<file path="config.mk">
export PLATFORM = sky130hd
export DESIGN_NAME = irq_spi_regs
export DESIGN_NICKNAME = d
export VERILOG_FILES = /design/src/rtl/irq_spi_pkg.sv /design/src/rtl/irq_sync_edge.sv /design/src/rtl/irq_spi_frame.sv /design/src/rtl/irq_flag_bank.sv /design/src/rtl/irq_spi_regs.sv
export SDC_FILE = /design/constraint.sdc
export NUM_CORES = 1
export LEC_CHECK = 0
export ABC_CLOCK_PERIOD_IN_PS = 4600
export BUFFER_PORTS_ARGS = -buffer_cell sky130_fd_sc_hd__buf_2
export CAP_MARGIN = 10
export CORE_MARGIN = 4
export CORE_UTILIZATION = 55
export CTS_BUF_LIST = sky130_fd_sc_hd__clkbuf_2 sky130_fd_sc_hd__clkbuf_4 sky130_fd_sc_hd__clkbuf_8
export CTS_CLUSTER_SIZE = 30
export DETAILED_ROUTE_END_ITERATION = 6
export GPL_ROUTABILITY_DRIVEN = 0
export PLACE_DENSITY = 0.73
export REMOVE_ABC_BUFFERS = 1
export SYNTH_ARGS = -nofsm -noshare
export SYNTH_HDL_FRONTEND = slang
export SYNTH_SLANG_ARGS = --single-unit
</file>
<file path="constraint.sdc">
create_clock -name clk_i -period 4.6 [get_ports clk_i]
set_clock_uncertainty 0.05 [all_clocks]
set_input_delay 1.38 -clock clk_i [delete_from_list [all_inputs] [get_ports clk_i]]
set_output_delay 1.38 -clock clk_i [all_outputs]
set_load 0.01 [all_outputs]
</file>
<file path="src/rtl/irq_spi_pkg.sv">
package irq_spi_pkg;
  localparam int FRAME_W_DEF = 16;
  localparam int HDR_W_DEF   = 4;
  localparam int FLAG_W      = FRAME_W_DEF - HDR_W_DEF;

  // flag positions, decoded by host software
  localparam int B_WDT_OVF = 11;
  localparam int B_TEMP    = 10;
  localparam int B_GND     = 9;
  localparam int B_SPI     = 8;
  localparam int B_SENSE   = 7;
  localparam int B_SUPPLY  = 6;
  localparam int B_CANF    = 5;
  localparam int B_WAKE    = 3;
  localparam int B_WDT_RST = 2;
  localparam int B_CANW    = 1;

  localparam logic [FLAG_W-1:0] RSVD_MASK = 12'h011;

  typedef enum logic [1:0] {EDGE_ANY, EDGE_RISE, EDGE_FALL} edge_e;
endpackage

</file>
<file path="src/rtl/irq_sync_edge.sv">
module irq_sync_edge
  import irq_spi_pkg::*;
#(
  parameter int    STAGES = 2,
  parameter edge_e MODE   = EDGE_ANY
) (
  input  logic clk_i,
  input  logic rst_ni,
  input  logic d_i,
  output logic lvl_o,
  output logic evt_o
);
  logic [STAGES-1:0] sync_q;
  logic              prev_q;
  logic [STAGES:0]   arm_q;  // masks edges until the chain holds real input
  logic              cur;

  always_ff @(posedge clk_i or negedge rst_ni) begin
    if (!rst_ni) begin
      sync_q <= '0;
      prev_q <= 1'b0;
      arm_q  <= '0;
    end else begin
      sync_q <= {sync_q[STAGES-2:0], d_i};
      prev_q <= sync_q[STAGES-1];
      arm_q  <= {arm_q[STAGES-1:0], 1'b1};
    end
  end

  assign cur   = sync_q[STAGES-1];
  assign lvl_o = cur;

  generate
    if (MODE == EDGE_RISE) begin : g_rise
      assign evt_o = arm_q[STAGES] & cur & ~prev_q;
    end else if (MODE == EDGE_FALL) begin : g_fall
      assign evt_o = arm_q[STAGES] & ~cur & prev_q;
    end else begin : g_any
      assign evt_o = arm_q[STAGES] & (cur ^ prev_q);
    end
  endgenerate
endmodule

</file>
<file path="src/rtl/irq_spi_frame.sv">
module irq_spi_frame
  import irq_spi_pkg::*;
#(
  parameter int FRAME_W = 16,
  parameter int HDR_W   = 4,
  parameter int STAGES  = 2,
  localparam int DAT_W  = FRAME_W - HDR_W
) (
  input  logic               clk_i,
  input  logic               rst_ni,
  input  logic               sck_i,
  input  logic               cs_n_i,
  input  logic               mosi_i,
  input  logic [DAT_W-1:0]   snap_i,
  output logic               start_o,
  output logic               done_o,
  output logic               ok_o,
  output logic [FRAME_W-1:0] rx_o,
  output logic               miso_o
);
  localparam int CW = $clog2(FRAME_W + 2);
  localparam int IW = $clog2(DAT_W);
  localparam logic [CW-1:0] CNT_FULL = CW'(FRAME_W);
  localparam logic [CW-1:0] CNT_SAT  = CW'(FRAME_W + 1);
  localparam logic [CW-1:0] CNT_HDR  = CW'(HDR_W);

  logic sck_lvl, sck_evt, cs_lvl, cs_evt, mosi_s, unused_mosi_evt;
  logic sck_rise, cs_fall, cs_rise;
  logic active_q, miso_q, miso_d;
  logic [CW-1:0] cnt_q, idx;
  logic [FRAME_W-1:0] rx_q;

  irq_sync_edge #(.STAGES(STAGES), .MODE(EDGE_ANY)) u_sck (
    .clk_i(clk_i), .rst_ni(rst_ni), .d_i(sck_i), .lvl_o(sck_lvl), .evt_o(sck_evt));
  irq_sync_edge #(.STAGES(STAGES), .MODE(EDGE_ANY)) u_cs (
    .clk_i(clk_i), .rst_ni(rst_ni), .d_i(cs_n_i), .lvl_o(cs_lvl), .evt_o(cs_evt));
  irq_sync_edge #(.STAGES(STAGES), .MODE(EDGE_ANY)) u_mosi (
    .clk_i(clk_i), .rst_ni(rst_ni), .d_i(mosi_i), .lvl_o(mosi_s), .evt_o(unused_mosi_evt));

  assign sck_rise = sck_evt & sck_lvl;
  assign cs_fall  = cs_evt & ~cs_lvl;
  assign cs_rise  = cs_evt & cs_lvl;

  always_ff @(posedge clk_i or negedge rst_ni) begin
    if (!rst_ni) begin
      active_q <= 1'b0;
      cnt_q    <= '0;
      rx_q     <= '0;
      miso_q   <= 1'b0;
    end else begin
      miso_q <= miso_d;
      if (cs_fall) begin
        active_q <= 1'b1;
        cnt_q    <= '0;
        rx_q     <= '0;
      end else if (cs_rise) begin
        active_q <= 1'b0;
      end else if (active_q && sck_rise) begin
        rx_q <= {rx_q[FRAME_W-2:0], mosi_s};
        if (cnt_q != CNT_SAT) cnt_q <= cnt_q + 1'b1;
      end
    end
  end

  assign idx = CNT_FULL - 1'b1 - cnt_q;

  always_comb begin
    if (!active_q)             miso_d = 1'b0;
    else if (cnt_q < CNT_HDR)  miso_d = mosi_s;
    else if (cnt_q < CNT_FULL) miso_d = snap_i[idx[IW-1:0]];
    else                       miso_d = 1'b0;
  end

  assign start_o = cs_fall;
  assign done_o  = cs_rise & active_q;
  assign ok_o    = (cnt_q == CNT_FULL);
  assign rx_o    = rx_q;
  assign miso_o  = miso_q;
endmodule

</file>
<file path="src/rtl/irq_flag_bank.sv">
module irq_flag_bank
  import irq_spi_pkg::*;
#(
  parameter int          FRAME_W  = 16,
  parameter int          HDR_W    = 4,
  parameter logic [1:0]  IRQ_ADDR = 2'b01,
  localparam int         DAT_W    = FRAME_W - HDR_W
) (
  input  logic               clk_i,
  input  logic               rst_ni,
  input  logic [DAT_W-1:0]   evt_i,
  input  logic               start_i,
  input  logic               done_i,
  input  logic               ok_i,
  input  logic [FRAME_W-1:0] rx_i,
  output logic [DAT_W-1:0]   flags_o,
  output logic [DAT_W-1:0]   en_o,
  output logic [DAT_W-1:0]   snap_o
);
  logic [DAT_W-1:0] flags_q, en_q, snap_q, set_v, clr_v;
  logic addr_hit, ro_sel, rd_hit;

  assign addr_hit = (rx_i[FRAME_W-1 -: 2] == IRQ_ADDR);
  assign ro_sel   = rx_i[DAT_W];
  assign rd_hit   = done_i & ok_i & addr_hit;

  always_comb begin
    set_v = evt_i;
    if (done_i && !ok_i) set_v[B_SPI] = 1'b1;
    clr_v = rd_hit ? snap_q : '0;  // only what the host was shown
  end

  always_ff @(posedge clk_i or negedge rst_ni) begin
    if (!rst_ni) begin
      flags_q <= '0;
      en_q    <= '0;
      snap_q  <= '0;
    end else begin
      flags_q <= ((flags_q & ~clr_v) | set_v) & ~RSVD_MASK;
      if (start_i) snap_q <= flags_q;
      if (rd_hit && !ro_sel) en_q <= rx_i[DAT_W-1:0] & ~RSVD_MASK;
    end
  end

  assign flags_o = flags_q;
  assign en_o    = en_q;
  assign snap_o  = snap_q;
endmodule

</file>
<file path="src/rtl/irq_spi_regs.sv">
module irq_spi_regs
  import irq_spi_pkg::*;
#(
  parameter int         FRAME_W     = FRAME_W_DEF,
  parameter int         HDR_W       = HDR_W_DEF,
  parameter int         SYNC_STAGES = 2,
  parameter int         SUPPLY_N    = 3,
  parameter logic [1:0] IRQ_ADDR    = 2'b01
) (
  input  logic                clk_i,
  input  logic                rst_ni,
  input  logic                sck_i,
  input  logic                cs_n_i,
  input  logic                mosi_i,
  output logic                miso_o,
  input  logic                temp_warn_i,
  input  logic                gnd_shift_i,
  input  logic                can_fail_i,
  input  logic                sense_pin_i,
  input  logic                wake_pin_i,
  input  logic [SUPPLY_N-1:0] supply_ok_i,
  input  logic                wdt_ovf_i,
  input  logic                wdt_restart_i,
  input  logic                can_wake_i,
  output logic                irq_n_o
);
  localparam int DAT_W = FRAME_W - HDR_W;
  localparam int N_DET = 8;
  localparam edge_e DET_MODE [N_DET] = '{EDGE_ANY, EDGE_ANY, EDGE_ANY, EDGE_FALL,
                                         EDGE_FALL, EDGE_RISE, EDGE_RISE, EDGE_RISE};
  localparam int DET_POS [N_DET] = '{B_TEMP, B_GND, B_CANF, B_SENSE,
                                     B_WAKE, B_WDT_OVF, B_WDT_RST, B_CANW};

  logic [N_DET-1:0]    det_in, e_det, unused_det_lvl;
  logic [SUPPLY_N-1:0] e_sup, unused_sup_lvl;
  logic [DAT_W-1:0]    evt_vec, flags, en_mask, snap;
  logic [FRAME_W-1:0]  rx_word;
  logic frame_start, frame_done, frame_ok;

  assign det_in = {can_wake_i, wdt_restart_i, wdt_ovf_i, wake_pin_i,
                   sense_pin_i, can_fail_i, gnd_shift_i, temp_warn_i};

  for (genvar g = 0; g < N_DET; g++) begin : g_det
    irq_sync_edge #(.STAGES(SYNC_STAGES), .MODE(DET_MODE[g])) u_det (
      .clk_i(clk_i), .rst_ni(rst_ni), .d_i(det_in[g]),
      .lvl_o(unused_det_lvl[g]), .evt_o(e_det[g]));
  end

  for (genvar g = 0; g < SUPPLY_N; g++) begin : g_sup
    irq_sync_edge #(.STAGES(SYNC_STAGES), .MODE(EDGE_FALL)) u_sup (
      .clk_i(clk_i), .rst_ni(rst_ni), .d_i(supply_ok_i[g]),
      .lvl_o(unused_sup_lvl[g]), .evt_o(e_sup[g]));
  end

  always_comb begin
    evt_vec = '0;
    for (int k = 0; k < N_DET; k++) evt_vec[DET_POS[k]] = e_det[k];
    evt_vec[B_SUPPLY] = |e_sup;
  end

  irq_spi_frame #(.FRAME_W(FRAME_W), .HDR_W(HDR_W), .STAGES(SYNC_STAGES)) u_frame (
    .clk_i(clk_i), .rst_ni(rst_ni), .sck_i(sck_i), .cs_n_i(cs_n_i), .mosi_i(mosi_i),
    .snap_i(snap), .start_o(frame_start), .done_o(frame_done), .ok_o(frame_ok),
    .rx_o(rx_word), .miso_o(miso_o));

  irq_flag_bank #(.FRAME_W(FRAME_W), .HDR_W(HDR_W), .IRQ_ADDR(IRQ_ADDR)) u_bank (
    .clk_i(clk_i), .rst_ni(rst_ni), .evt_i(evt_vec), .start_i(frame_start),
    .done_i(frame_done), .ok_i(frame_ok), .rx_i(rx_word),
    .flags_o(flags), .en_o(en_mask), .snap_o(snap));

  assign irq_n_o = ~|(flags & en_mask);
endmodule

</file>
; ---- Word-level counts from Yosys, hierarchy flattened
; Cells that the tools add are included.
[totals]
register_bits = 133
in_bits = 16
out_inout_bits = 2
[classes]
n_addsub = 2
order_cmp = 3
n_eq_ne = 4
n_mux = 16
n_bitwise = 45
n_reduce_logical = 13
[op_table]
columns = operator, n
row1 = two-way mux 16 bit, 3
row2 = bitwise AND 1 bit, 27
row3 = bitwise AND 12 bit, 2
row4 = two-way mux 5 bit, 4
row5 = two-way mux 12 bit, 1
row6 = inverter 12 bit, 1
row7 = bitwise OR 12 bit, 1
row8 = OR reduction 12 bit, 1
row9 = inverter 1 bit, 9
row10 = two-way mux 1 bit, 7
row11 = nonzero test 2 bit, 3
row12 = adder 5 x 1 -> 5 bit (second input constant), 1
row13 = equality test 5 bit (second input constant), 1
row14 = less-than comparator 4 x 5 -> 1 bit (second input constant), 1
row15 = less-than comparator 5 x 3 -> 1 bit (second input constant), 1
row16 = less-than comparator 5 bit (second input constant), 1
row17 = inequality test 5 bit (second input constant), 1
row18 = bitwise XOR 1 bit, 5
row19 = binary-select mux 1 bit (select 4 bit), 1
row20 = subtractor 4 bit (first input constant), 1
row21 = logical AND 1 bit, 3
row22 = logical NOT 1 bit, 3
row23 = AND reduction 3 bit, 1
row24 = OR reduction 3 bit, 1
row25 = 3 further kinds, 3

; ---- Logic depth before layout (Yosys ltp)
[logic_depth]
word_depth = 10
ltp_mapped = 6
ltp_nobuf = 5

; ---- Hierarchy
; Synthesis repeated with hierarchy kept, for this count alone.
[unflattened]
cells_unflattened = 326
area_unflattened_um2 = 4780.8
[by_module_without_submodules]
columns = module, instances, cells_per_inst, area_each_um2, seq_area_each_um2
row1 = irq_sync_edge at g_det[3].u_det ..., 8, 8, 162.7, 150.1
row2 = irq_flag_bank, 1, 83, 1228.7, 750.7
row3 = irq_spi_frame, 1, 116, 1149.9, 575.6
row4 = irq_sync_edge at g_det[0].u_det ..., 6, 9, 168.9, 150.1
row5 = irq_spi_regs, 1, 9, 87.6, 0.0

; ---- Worst setup path after synthesis
; No wires, ideal clock.
[synth_timing]
path_kind = reg-to-output
from = reg u_bank.flags_q[3] (netlist: u_bank.flags_o[3])
to = out irq_n_o
t_arrival_ns = 0.978
required_ns = 3.170
slack_ns = 2.192
path_stages_with_launch = 4
cell_sequence = dfrtp_1 a22o_1 a221oi_1 and3_1
[synth_between]
elab_chain_len = 3
[synth_rtl]
columns = item, line_no
row1 = start: declaration, irq_flag_bank.sv:20  ; logic [DAT_W-1:0] flags_q, en_q, snap_q, set_v, clr_v;
row2 = start signal: assignment, irq_flag_bank.sv:39  ; flags_q <= ((flags_q & ~clr_v) | set_v) & ~RSVD_MASK;
row3 = bitwise AND 12 bit, irq_spi_regs.sv:71  ; assign irq_n_o = ~|(flags & en_mask);
row4 = OR reduction 12 bit, irq_spi_regs.sv:71
row5 = logical NOT 1 bit, irq_spi_regs.sv:71
row6 = end: declaration, irq_spi_regs.sv:25  ; output logic irq_n_o
; No other way between the ends.

; ---- Final worst setup path
[layout_timing]
from = reg u_bank.flags_q[7] (netlist: u_bank.flags_o[7])
to = out irq_n_o
; Same word-level chain as after synthesis.

==> impl_metrics.csv <==
group,metric,value,unit
run_status,status,"completed",
floorplan,ios,18,
critical_path,crit_path_start,"u_bank.flags_o[7]",
floorplan,dieArea,8180,um^2
power_and_ir_drop,p_leak,1.75,nW
sta,maxSlewHeadroom,21.2,%
synth,ys_seq_elements,97,
cts,cts-root-buf,"clkbuf_8",
sta,tightest_slew,1.18,ns
cts,post_cts.repair.setup_buffers,0,
cells_and_area,area_growth,8.10,%
synth,avgSynthCellArea,12.8,um^2
routing,wl_met1,3270,um
power_and_ir_drop,seq_power_share,58.6,%
cts,clock_sink_count,97,
routing,route.top_layer_used,"met4",
routing,vias,2305,
critical_path,crit_type,"reg2out",
placed_design,numPlacedInstances,368,
critical_path,slowest_stage,"dfrtp_1",
synth,ys_async_sr_fraction,100,%
cts,clk_pin_slew,0.09,ns
cells_and_area,fin_util,62.6,%
sta,period_needed,3.00,ns
power_and_ir_drop,ir_drop,0.223,mV
global_route,grt_max_degree,40,
synth,synth_area,3740,um^2
routing,wl_per_cell,17.5,um
critical_path,endpoint,"irq_n_o",
cts,ctsHtreeMaxLevel,3,
critical_path,start_kind,"register",
floorplan,fp.dieW,90.4,um
synth,synth_commonest_cells,"dfrtp_1, o21ai_0, a21oi_1, nand3_1, mux2_2",
critical_path,cp.required,3.17,ns
global_route,grt_pass1_vias,2294,
power_and_ir_drop,clkPwrFrac,35.1,%
synth,yosysSeqAreaShare,64.9,%
cts,hold_buffers,0,
routing,met3WireLength,302,um
cells_and_area,fin_nets,321,
floorplan,rows,29,
job,max_cap_viol_count,0,
sta,hold_ws,0.302,ns
min_path,hold_class,"reg2reg",
cts,clk-insertion-delay-late,0.36,ns
global_route,grt_pass1_wl,11800,um
routing,drc_errors,0,
sta,max_freq,333,MHz
critical_path,worst-path-stages,4,
routing,drt_iter0_drc,179,
synth,yosys-top-cells-area,"dfrtp_1, mux2_2, o21ai_0",
critical_path,cp-end-kind,"output pin",
global_route,antenna_found_initial,0,
synth,synth_top_cell_area_share,64.9,%
synth,yosys_most_used_dff,"dfrtp_1",
critical_path,r2r_start,"g_det[0].u_det.arm_q[2]",
critical_path,timing.rr.end,"u_bank.en_o[11]",
routing,met2WireLength,3080,um
cells_and_area,num_antenna_cells,0,
synth,synthCells,291,
global_route,grt_overflow,0,
placed_design,dp_hpwl,4430,um
global_route,grt_util_all_layers,18.0,%
sta,rsz0062_at_grt,"false",
synth,synth.most_common_cell,"dfrtp_1",
power_and_ir_drop,p_switching,0.000382,W
cells_and_area,layout-drive-gt1-share,19.2,%
critical_path,path_cells,"a22o_1 -> a221oi_1 -> and3_1 -> buf_2",
cts,clockBufferDepth,2,
synth,ys_types,49,
critical_path,r2r_setup_slack,2.02,ns
routing,drtAntennaViolNets,0,
cts,cts_tree,"done",
floorplan,initial_core_util,57.9,%
cts,post_cts_resized,0,
routing,drtPass1Iterations,4,
sta,setup_tns,0,ns
power_and_ir_drop,p_per_area,387,nW/um^2
routing,vias_per_cell,5.99,
floorplan,dieHeight,90.4,um
routing,drt_wl_total,6750,um
floorplan,coreArea,6460,um^2
power_and_ir_drop,p_int,0.00118,W
cells_and_area,stdcell_count,385,
cts,cts_buffers,9,
sta,finalSetupViolations,0,
critical_path,cp_slowest_stage_delay,0.43,ns
critical_path,worstPathArrival,1.57,ns
placed_design,io_buffers,17,
synth,synth_area_leader_cell,"dfrtp_1",
sta,slew_violations,0,
synth,yosys_warnings,0,
critical_path,cp_max_fo,4,
power_and_ir_drop,switching_share,24.5,%
power_and_ir_drop,power_frac_comb,6.3,%
sta,fin_crit_sh,65.2,%
sta,hold_viol_final,0,
critical_path,rr_worst_depth,3,
critical_path,path_buf_inv,1,
critical_path,crit_family,"compound AO/OA/AOI/OAI gates",
synth,synth_edf_count,0,
-- layer usage --
layer	track usage (%)	vias to the layer above
li1	-	1076
met1	26.7	1164
met2	26.1	54
met3	4.08	11
met4	6.12	0
met5	0	-
-- final cells by class --
class | instances | area [um^2]
fillers | 497 | 2420
multi-input cells | 162 | 1160
clock inverters | 6 | 66.3
well taps | 77 | 96.3
clock buffers | 10 | 131
inverters | 13 | 48.8
flip-flops and latches | 97 | 2430
repair buffers | 20 | 110
-- placed cells by master (no fill, tap or decap), types with 2 or more instances in the layout --
cell	Yosys	layout
a21oi_1	19	19
a221oi_1	2	2
a22o_1	2	2
and3_1	2	2
buf_2	0	16
buf_4	2	4
clkbuf_8	0	9
clkinv_2	0	2
clkinv_4	0	2
dfrtp_1	97	97
ha_1	2	2
inv_1	13	13
mux2_2	18	18
mux2i_1	4	4
nand2_1	11	11
nand2b_1	5	5
nand3_1	19	19
nand3b_1	4	4
nand4b_1	2	2
nor2_1	2	2
nor3_1	2	2
o211ai_1	3	3
o21ai_0	23	23
o221ai_1	4	4
o31ai_1	2	2
o41ai_1	9	9
xnor2_1	4	4
-- cell families after synthesis --
logic type | after synthesis | synth area share, %
flops | 97 | 64.9
compound gates | 72 | 12.4
simple gates | 59 | 9.51
buf+inv | 32 | 4.02
mux | 23 | 7.20
xor+xnor | 5 | 1.17
fa+ha+maj | 2 | 0.669
other cells | 1 | 0.100
-- state kept, by name, indices dropped and copies added (netlist names) --
signal	count
u_frame.u_sck.sync_q	2
g_sup.u_sup.prev_q	3
u_bank.en_o	10
u_frame.u_cs.prev_q	1
u_frame.rx_o	16
u_frame.u_sck.arm_q	2
u_bank.snap_o	10
g_sup.u_sup.sync_q	6
u_frame.active_q	1
u_frame.cnt_q	5
u_frame.u_sck.prev_q	1
u_frame.miso_o	1
u_frame.u_mosi.sync_q	2
g_det.u_det.arm_q	1
u_bank.flags_o	10
g_det.u_det.sync_q	16
g_det.u_det.prev_q	8
u_frame.u_cs.sync_q	2
-- through the flow --
step	instance area [um^2]	worst slack (ns)	power [W]
global placement	3840	2.00	0.00103
finish	4040	1.60	0.00156
floorplan	3640	2.19	0.000980
CTS	4030	1.57	0.00158
detailed placement	3840	1.98	0.00103
global route	4040	1.51	0.00164
-- power groups by stage --
stage                     combinational, W  clock, W  sequential [W]
final                            0.0000982  0.000548        0.000916
after global routing              0.000112  0.000602        0.000921
after CTS                        0.0000993  0.000563        0.000916
after detailed placement         0.0000988         0        0.000934
after global placement           0.0000962         0        0.000932
after floorplan                  0.0000562         0        0.000923
-- worst reg2reg max path, stage by stage (launching register included) --
cell	delay, ns
dfrtp_1	0.62
nand4b_1	0.58
nor4_4	0.80
mux2_2	0.41
-- worst min-delay path by stage --
stage | from | endpoint | slack (ns) | depth (start not counted)
floorplan | u_frame.u_sck.arm_q[1] | g_det[0].u_det.arm_q[2] | 0.28 | 0
global placement | g_det[1].u_det.sync_q[0] | g_det[1].u_det.sync_q[1] | 0.28 | 0
detailed placement | u_frame.u_sck.sync_q[0] | u_frame.u_sck.sync_q[1] | 0.28 | 0
CTS | u_frame.u_mosi.sync_q[0] | u_frame.u_mosi.sync_q[1] | 0.31 | 0
global route | u_frame.u_sck.sync_q[0] | u_frame.u_sck.sync_q[1] | 0.32 | 0
finish | u_frame.u_mosi.sync_q[0] | u_frame.u_mosi.sync_q[1] | 0.30 | 0
No activity file was read; power rests on OpenSTA's default activity.
